File: config.mk
export PLATFORM = sky130hd
export DESIGN_NAME = qct_tracker
export DESIGN_NICKNAME = d
export VERILOG_FILES = /design/src/rtl/qct_pkg.sv /design/src/rtl/qct_intake.sv /design/src/rtl/qct_slots.sv /design/src/rtl/qct_flush.sv /design/src/rtl/qct_tracker.sv
export SDC_FILE = /design/constraint.sdc
export NUM_CORES = 1
export LEC_CHECK = 0
export BUFFER_PORTS_ARGS = -buffer_cell sky130_fd_sc_hd__buf_4
export CORE_MARGIN = 3
export CORE_UTILIZATION = 49
export CTS_CLUSTER_DIAMETER = 60
export DETAILED_ROUTE_END_ITERATION = 8
export MAX_ROUTING_LAYER = met4
export PLACE_DENSITY = 0.82
export SYNTH_ARGS = -nofsm -noshare
export SYNTH_HDL_FRONTEND = slang
export SYNTH_SLANG_ARGS = --single-unit
File: constraint.sdc
create_clock -name clk -period 3.1 [get_ports clk]
set_input_delay 0 -clock clk [delete_from_list [all_inputs] [get_ports clk]]
set_output_delay 0 -clock clk [all_outputs]
set_load 0.01 [all_outputs]
File: src/rtl/qct_pkg.sv
package qct_pkg;
   localparam logic [7:0] FLAGS_IRQ  = 8'h40;
   localparam logic [7:0] STAT_MASK  = 8'h77;
   localparam logic [7:0] TF_HOLD    = 8'h88;
   localparam logic [15:0] TF_RESET  = 16'h007F;
   localparam int unsigned TAG_LSB   = 3;
   localparam int unsigned CNT_W     = 17;

   function automatic logic [CNT_W-1:0] sector_count(input logic [7:0] lo, input logic [7:0] hi);
      logic [15:0] raw;
      raw = {hi, lo};
      return (raw == 16'd0) ? 17'h10000 : {1'b0, raw};
   endfunction
endpackage

File: src/rtl/qct_intake.sv
module qct_intake import qct_pkg::*; #(
   parameter int unsigned TAG_W      = 5,
   parameter int unsigned ADDR_BYTES = 6,
   localparam int unsigned NTAG      = 1 << TAG_W,
   localparam int unsigned ADDR_W    = 8 * ADDR_BYTES
) (
   input  logic                              clk,
   input  logic                              rst_n,
   input  logic                              cmd_valid,
   input  logic [7:0]                        cmd_tag_byte,
   input  logic [7:0]                        cmd_cnt_lo,
   input  logic [7:0]                        cmd_cnt_hi,
   input  logic [ADDR_BYTES-1:0][7:0]        cmd_addr_bytes,
   input  logic [NTAG-1:0]                   inuse_map,
   output logic                              take,
   output logic [TAG_W-1:0]                  take_tag,
   output logic                              acc_valid,
   output logic                              acc_reject,
   output logic [TAG_W-1:0]                  acc_tag,
   output logic [CNT_W-1:0]                  acc_count,
   output logic [ADDR_W-1:0]                 acc_addr
);
   logic [ADDR_W-1:0] addr_c;
   logic              busy;

   for (genvar b = 0; b < ADDR_BYTES; b++) begin : g_addr
      assign addr_c[8*b +: 8] = cmd_addr_bytes[b];
   end

   assign take_tag = cmd_tag_byte[TAG_LSB +: TAG_W];
   assign busy     = inuse_map[take_tag];
   assign take     = cmd_valid && !busy;

   always_ff @(posedge clk or negedge rst_n) begin
      if (!rst_n) begin
         acc_valid  <= 1'b0;
         acc_reject <= 1'b0;
         acc_tag    <= '0;
         acc_count  <= '0;
         acc_addr   <= '0;
      end else begin
         acc_valid  <= take;
         acc_reject <= cmd_valid && busy;
         if (take) begin
            acc_tag   <= take_tag;
            acc_count <= sector_count(cmd_cnt_lo, cmd_cnt_hi);
            acc_addr  <= addr_c;
         end
      end
   end
endmodule

File: src/rtl/qct_slots.sv
module qct_slots #(
   parameter int unsigned TAG_W = 5,
   localparam int unsigned NTAG = 1 << TAG_W
) (
   input  logic             clk,
   input  logic             rst_n,
   input  logic             take,
   input  logic [TAG_W-1:0] take_tag,
   input  logic             done_valid,
   input  logic [TAG_W-1:0] done_tag,
   input  logic             flush_fire,
   output logic [NTAG-1:0]  inuse_map,
   output logic [NTAG-1:0]  finished_map
);
   for (genvar t = 0; t < NTAG; t++) begin : g_slot
      logic hit_new, hit_done;
      assign hit_new  = take && (take_tag == TAG_W'(t));
      assign hit_done = done_valid && (done_tag == TAG_W'(t)) && inuse_map[t];

      always_ff @(posedge clk or negedge rst_n) begin
         if (!rst_n) begin
            inuse_map[t]    <= 1'b0;
            finished_map[t] <= 1'b0;
         end else begin
            if (hit_done)     inuse_map[t] <= 1'b0;
            else if (hit_new) inuse_map[t] <= 1'b1;
            if (hit_done)        finished_map[t] <= 1'b1;
            else if (flush_fire) finished_map[t] <= 1'b0;
         end
      end
   end
endmodule

File: src/rtl/qct_flush.sv
module qct_flush import qct_pkg::*; #(
   parameter int unsigned TAG_W = 5,
   localparam int unsigned NTAG = 1 << TAG_W
) (
   input  logic             clk,
   input  logic             rst_n,
   input  logic             flush_fire,
   input  logic [NTAG-1:0]  finished_map,
   input  logic [7:0]       dev_status,
   input  logic [7:0]       dev_error,
   input  logic             take,
   input  logic [TAG_W-1:0] take_tag,
   output logic             frame_valid,
   output logic [7:0]       frame_flags,
   output logic [7:0]       frame_status,
   output logic [7:0]       frame_error,
   output logic [NTAG-1:0]  frame_payload,
   output logic [15:0]      taskfile,
   output logic [NTAG-1:0]  active_map,
   output logic             irq_sdb,
   output logic             irq_tfe
);
   logic [7:0]      stat_m;
   logic [NTAG-1:0] new_bit;
   logic [NTAG-1:0] clr_bits;

   assign stat_m   = dev_status & STAT_MASK;
   assign new_bit  = take ? (NTAG'(1) << take_tag) : '0;
   assign clr_bits = flush_fire ? finished_map : '0;

   always_ff @(posedge clk or negedge rst_n) begin
      if (!rst_n) begin
         frame_valid   <= 1'b0;
         frame_flags   <= '0;
         frame_status  <= '0;
         frame_error   <= '0;
         frame_payload <= '0;
         taskfile      <= TF_RESET;
         active_map    <= '0;
         irq_sdb       <= 1'b0;
         irq_tfe       <= 1'b0;
      end else begin
         frame_valid <= flush_fire;
         irq_tfe     <= flush_fire && stat_m[0];
         irq_sdb     <= flush_fire && !stat_m[0];
         active_map  <= (active_map & ~clr_bits) | new_bit;
         if (flush_fire) begin
            frame_flags   <= FLAGS_IRQ;
            frame_status  <= stat_m;
            frame_error   <= dev_error;
            frame_payload <= finished_map;
            taskfile      <= {dev_error, stat_m | (taskfile[7:0] & TF_HOLD)};
         end
      end
   end
endmodule

File: src/rtl/qct_tracker.sv
module qct_tracker import qct_pkg::*; #(
   parameter int unsigned TAG_W      = 5,
   parameter int unsigned ADDR_BYTES = 6,
   localparam int unsigned NTAG      = 1 << TAG_W,
   localparam int unsigned ADDR_W    = 8 * ADDR_BYTES
) (
   input  logic                       clk,
   input  logic                       rst_n,
   input  logic                       cmd_valid,
   input  logic [7:0]                 cmd_tag_byte,
   input  logic [7:0]                 cmd_cnt_lo,
   input  logic [7:0]                 cmd_cnt_hi,
   input  logic [ADDR_BYTES-1:0][7:0] cmd_addr_bytes,
   input  logic                       done_valid,
   input  logic [TAG_W-1:0]           done_tag,
   input  logic                       flush_req,
   input  logic                       rx_enable,
   input  logic [7:0]                 dev_status,
   input  logic [7:0]                 dev_error,
   output logic                       acc_valid,
   output logic                       acc_reject,
   output logic [TAG_W-1:0]           acc_tag,
   output logic [CNT_W-1:0]           acc_count,
   output logic [ADDR_W-1:0]          acc_addr,
   output logic                       frame_valid,
   output logic [7:0]                 frame_flags,
   output logic [7:0]                 frame_status,
   output logic [7:0]                 frame_error,
   output logic [NTAG-1:0]            frame_payload,
   output logic [15:0]                taskfile,
   output logic [NTAG-1:0]            active_map,
   output logic [NTAG-1:0]            inuse_map,
   output logic [NTAG-1:0]            finished_map,
   output logic                       irq_sdb,
   output logic                       irq_tfe
);
   if (TAG_W < 1 || TAG_W > 5) begin : g_bad_tag
      $error("qct_tracker: TAG_W must lie in 1..5");
   end
   if (ADDR_BYTES < 1 || ADDR_BYTES > 8) begin : g_bad_addr
      $error("qct_tracker: ADDR_BYTES must lie in 1..8");
   end

   logic             take;
   logic [TAG_W-1:0] take_tag;
   logic             flush_fire;

   assign flush_fire = flush_req && rx_enable;

   qct_intake #(.TAG_W(TAG_W), .ADDR_BYTES(ADDR_BYTES)) intake_i (
      .clk(clk), .rst_n(rst_n), .cmd_valid(cmd_valid), .cmd_tag_byte(cmd_tag_byte),
      .cmd_cnt_lo(cmd_cnt_lo), .cmd_cnt_hi(cmd_cnt_hi), .cmd_addr_bytes(cmd_addr_bytes),
      .inuse_map(inuse_map), .take(take), .take_tag(take_tag), .acc_valid(acc_valid),
      .acc_reject(acc_reject), .acc_tag(acc_tag), .acc_count(acc_count), .acc_addr(acc_addr));

   qct_slots #(.TAG_W(TAG_W)) slots_i (
      .clk(clk), .rst_n(rst_n), .take(take), .take_tag(take_tag), .done_valid(done_valid),
      .done_tag(done_tag), .flush_fire(flush_fire), .inuse_map(inuse_map),
      .finished_map(finished_map));

   qct_flush #(.TAG_W(TAG_W)) flush_i (
      .clk(clk), .rst_n(rst_n), .flush_fire(flush_fire), .finished_map(finished_map),
      .dev_status(dev_status), .dev_error(dev_error), .take(take), .take_tag(take_tag),
      .frame_valid(frame_valid), .frame_flags(frame_flags), .frame_status(frame_status),
      .frame_error(frame_error), .frame_payload(frame_payload), .taskfile(taskfile),
      .active_map(active_map), .irq_sdb(irq_sdb), .irq_tfe(irq_tfe));
endmodule

-- After elaboration in Yosys (flattened, before gate mapping)
Index checks and enable logic that the tools add are counted.
- input bits: 99
- output and inout port bits: 243
- flip-flop bits (word level): 234
- logic and storage cells: 418
- bitwise gates (word level): 4
- shifts and indexed selects: 1
- mux-type cells: 102
- magnitude comparators: 1
- equality and inequality tests: 62
- reduce and logical (&&, ||, !) cells: 170
- operators by type and width (cell ; number):
    == test 5 bit, second input constant ; 32
    nonzero test 2 bit ; 64
    logical AND 1 bit ; 101
    two-way mux 1 bit ; 98
    == test 5 x 4 -> 1 bit, second input constant ; 16
    two-way mux 32 bit ; 2
    == test 5 x 3 -> 1 bit, second input constant ; 8
    AND 32 bit ; 1
    inverter 32 bit ; 1
    bitwise OR 32 bit ; 1
    left shift 1 x 5 -> 32 bit, first input constant ; 1
    == test 5 x 2 -> 1 bit, second input constant ; 4
    two-way mux 17 bit ; 1
    zero test 16 bit ; 1
    == test 5 x 1 -> 1 bit, second input constant ; 2
    zero test 5 bit ; 2
    bitwise OR 7 x 8 -> 8 bit ; 1
    < comparator 5 x 6 -> 1 bit, second input constant ; 1
    binary-select mux 1 bit (select 5 bit) ; 1
    zero test 1 bit ; 2

-- Longest topological paths before layout
- depth in word-level cells: 7
- depth in mapped cells: 10
- depth with buffers taken out: 6

-- Cells and area by module
Synthesis repeated with hierarchy kept, for this count alone.
- cell total of the unflattened synthesis: 752
- area, all modules: 9611.7 um2
- by module, submodules not included (module ; area each (um2) ; sequential area each (um2) ; cells an instance ; times used):
    qct_flush ; 3505.9 ; 2209.6 ; 309 ; 1
    qct_intake ; 3404.5 ; 1801.7 ; 204 ; 1
    qct_slots ; 2695.1 ; 1601.5 ; 238 ; 1
    qct_tracker ; 6.3 ; 0.0 ; 1 ; 1

-- Worst setup path after synthesis
Ideal clock, no wire load.
- kind: register to register
- start point: reg slots_i.inuse_map[7]
- end point: reg intake_i.acc_addr[10]
- period minus slack after synthesis: 2.374 ns
- required time: 2.975 ns
- setup slack: 0.726 ns
- stages on the path, launching flop included: 8
- data arrival time: 2.249 ns
- buffers on the path: 1
- setup time: 0.125 ns
- path through: dfrtp_1 > mux2i_1 > mux2_2 > o211a_1 > o41ai_4 > inv_4 > buf_6 > mux2_4
- cells in the longest elaborated chain, start to end: 4
- ends and longest elaborated chain (element ; line ; text):
    start: declaration ; qct_slots.sv:12 ; output logic [NTAG-1:0] inuse_map,
    start signal: indexed assignment ; qct_slots.sv:22 ; inuse_map[t] <= 1'b0;
    start signal: indexed assignment ; qct_slots.sv:25 ; if (hit_done) inuse_map[t] <= 1'b0;
    start signal: indexed assignment ; qct_slots.sv:26 ; else if (hit_new) inuse_map[t] <= 1'b1;
    binary-select mux 1 bit (select 5 bit) ; qct_intake.sv:31 ; assign busy = inuse_map[take_tag];
    two-way mux 1 bit (implied by the code) ; qct_intake.sv:31 ;
    zero test 1 bit ; qct_intake.sv:32 ; assign take = cmd_valid && !busy;
    logical AND 1 bit ; qct_intake.sv:32 ;
    end signal: assignment ; qct_intake.sv:47 ; acc_addr <= addr_c;
    end: declaration ; qct_intake.sv:21 ; output logic [ADDR_W-1:0] acc_addr
No other way between the ends. The select of a mux whose other input is x is not followed.
A chain may end at the register's enable or synchronous reset.

-- Final worst setup path
- start point: reg slots_i.inuse_map[26]
- end point: reg intake_i.acc_addr[45]
Same word-level chain as after synthesis.

==> metrics <==
status finished, final reports clean; Synth area leader dfrtp_1; M1 WL 11470 µm; H-tree depth 1; CTS Buf Count 23; fin. max-slew vios 0; dpl cell area 11870 µm²; Crit path largest cell delay 0.48 ns; Remaining Overflow, GRT 0; Max clock buf depth 3; Final nets 1327; clock share of power 31.0%; kind of critical path reg -> reg; Worst Path Max Fanout 20; vias in the first global route 8160; die height 143.3 µm; Setup crit end kind register; Int Power 6.300 mW; first-pass GRT wire length roughly 46000 µm; Max Used Layer met4; synth warn 0; Die ar. 20540 µm²; CTS tree yes; vias per std cell approximately 5.3; unrepaired setup endpoints after global routing false; CP Cell Sequence mux2_2 > a221oi_1 > and3_1 > o41ai_4 > inv_4 > buf_4 > mux2_4; CP required 3.48 ns; ys async rst share 100.0%; Mean Syn Cell Area 11.37 µm²; top post-synthesis cells by count 226 x nand2_1, 218 x dfrtp_1, 45 x mux2_4; Bufs and invs on worst path 2; Min-Delay Path Class in -> reg; Vias slightly below 8000; Starting Density 50.58%; Post-Synthesis Cells 813; EDFF count, synth 0; CP Launch Type register; Reg power frac 43.0%; Psw 2.576 mW; pwr/cell area 655.7 nW/µm²; DRT Pass-1 Iters 5; Final ANT Viol Nets 0; WL/cell 20.10 µm; Slew headroom around 36%; total power 8.876 mW; HPWL Detailed 19870 µm; Hold Vio Cnt, Final 0; Netlist cell types 47; most frequent cell after synthesis nand2_1; flops & latches, synth around 220; Worst-path clk slew 0.06 ns; DR iter-0 viols around 500; IO Pins 342; register area share after synthesis 60.74%; fin crit period 2.661 ns; LEAKAGE 7.093 nW; Root Buffer clkbuf_16; Fillers between 1000 and 1500; CTS sink count 224; Least-Margin Pin Slew 0.9543 ns; post-CTS sizing 0; metal3 WL 2094 µm; Synth Cell Area approximately 9200 µm²; largest net degree at the start of global routing 93; setup violators final 0; VDD IR-drop max 0.0005614 V; row cnt 49; chip width 143.3 µm; Fmax achieved between 0.3 and 0.4 GHz; critical path's slowest cell a221oi_1; buffers added on ports 325; Switching Fraction 29.02%; Area growth syn-to-layout 46.50%; CP top delay family multiplexers; share of cells above drive strength 1 36.69%; worst-skew pair later-pin latency between 0.5 and 0.6 ns; overall routing resource usage between 20 and 30%; total wire length 29670 µm; Clock Skews between 0.01 and 0.015 ns; part of the total power dissipated in combinational logic 26.0%; Finished Cell Area approximately 14000 µm²; initial antenna violation count 2; Final period util 85.83%; Synth top area share between 50% and 60%; WP data arrival between 3 and 4 ns; routability cong. 0.8858; maxcap violations 0; # DRC 0; post-layout util around three quarters; Fin Setup TNS 0 ns; met2 WL about 15000 µm; top_reg_cell synth dfrtp_1; core outline area 18270 µm²; top post-synthesis cells by area dfrtp_1 59%, nand2_1 9.2%, mux2_4 7.3%
layer usage:
layer | track usage, % | vias to the layer above
li1 | - | 3562
met1 | 36.54 | 3847
met2 | 48.34 | 377
met3 | 5.458 | 77
met4 | 10.01 | 0
met5 | - | -
stage by stage:
step | setup slack (ns) | std cells | hold slack (ns)
final | 0.4392 | 1476 | 0.06438
after global routing | 0.2839 | 1474 | 0.08413
after CTS | 0.4382 | 1472 | 0.04282
after detailed placement | 0.4711 | 1341 | 0.06175
after global placement | 0.5413 | 1341 | 0.06327
after floorplan | 0.7256 | 822 | -0.2956
layout make-up:
| class | instances | area [µm²] | area share, % |
|---|---|---|---|
| Antenna cell | 4 | 10.01 | 0.07394 |
| Clock buffer | 32 | 649.4 | 4.797 |
| Clock inverter | 8 | 93.84 | 0.6932 |
| Inverter | 28 | 107.6 | 0.7949 |
| Multi-Input combinational cell | 515 | 3231 | 23.87 |
| Sequential cell | 224 | 5613 | 41.46 |
| Tap cell | 229 | 286.5 | 2.117 |
| Timing Repair Buffer | 436 | 3546 | 26.19 |
timing repair:
| action | CTS | global route |
|---|---|---|
| buffers inserted | 0 | 0 |
| hold buffers | 91 | 0 |
| hold endpoints to repair | 213 | 0 |
placed cells by master (no fill, tap or decap), drive strengths merged, types with 3 or more instances in the layout:
cell type	Yosys	routed
o21a	12	12
dfstp	6	6
dfrtp	218	218
and3	3	3
a31oi	10	10
a22o	8	8
nand4	3	3
nor2	27	27
nand2	226	226
clkbuf	24	32
a21oi	10	10
clkinv	0	6
nand2b	9	9
a22oi	5	5
nand3	23	23
o21ai	19	19
inv	28	28
and2	4	4
a32o	9	9
o32ai	12	12
dlygate4sd3	0	91
buf	31	345
mux2	61	61
nor4	5	5
conb	2	11
mux2i	10	10
nor3	5	5
nor2b	6	6
diode	0	4
a21o	18	18
worst register-to-register path, delay by kind of cell, from the launching register on:
kind | cells | cell delay, ns
multiplexers | 2 | 0.60
AO/OA/AOI/OAI | 2 | 0.59
buffers and inverters | 2 | 0.59
flip-flops | 1 | 0.41
AND/OR/NAND/NOR | 1 | 0.35
power by group through the flow:
stage / combinational [mW] / clock (mW) / sequential [mW]
final: 2.31 / 2.75 / 3.82
after global routing: 2.48 / 2.92 / 3.88
after detailed placement: 2.20 / 0 / 3.84
after CTS: 2.31 / 2.79 / 3.80
after global placement: 2.15 / 0 / 3.81
after floorplan: 0.778 / 0 / 4.01
logic make-up after synthesis:
kind of cell	Yosys count	synth area share (%)
AND/OR/NAND/NOR	314	14.04
flip-flops	224	60.74
AO/OA/AOI/OAI	117	9.492
buffers and inverters	83	4.807
other	2	0.08128
multiplexers	73	10.83
worst paths after layout:
path / startpoint / to / slack (ns) / depth (start not counted)
worst max-delay path: slots_i.inuse_map[26] / intake_i.acc_addr[45] / 0.44 / 7
worst min-delay path: done_valid / slots_i.finished_map[13] / 0.06 / 5
worst max register to register: slots_i.inuse_map[26] / intake_i.acc_addr[45] / 0.44 / 7
worst min register to register: flush_i.taskfile[5] / flush_i.taskfile[5] / 0.46 / 2
max in group asynchronous: rst_n / slots_i.finished_map[0] / 2.16 / 3
min in group asynchronous: rst_n / intake_i.acc_addr[27] / 0.09 / 2
state kept, by name, indices dropped and copies added (netlist names), 5 cells and up:
| register | cells |
|---|---|
| intake_i.acc_count | 17 |
| intake_i.acc_tag | 5 |
| flush_i.taskfile | 14 |
| flush_i.frame_payload | 32 |
| intake_i.acc_addr | 48 |
| slots_i.inuse_map | 32 |
| flush_i.frame_status | 6 |
| slots_i.finished_map | 32 |
| flush_i.active_map | 32 |
Power figures use the tool's default switching activity.
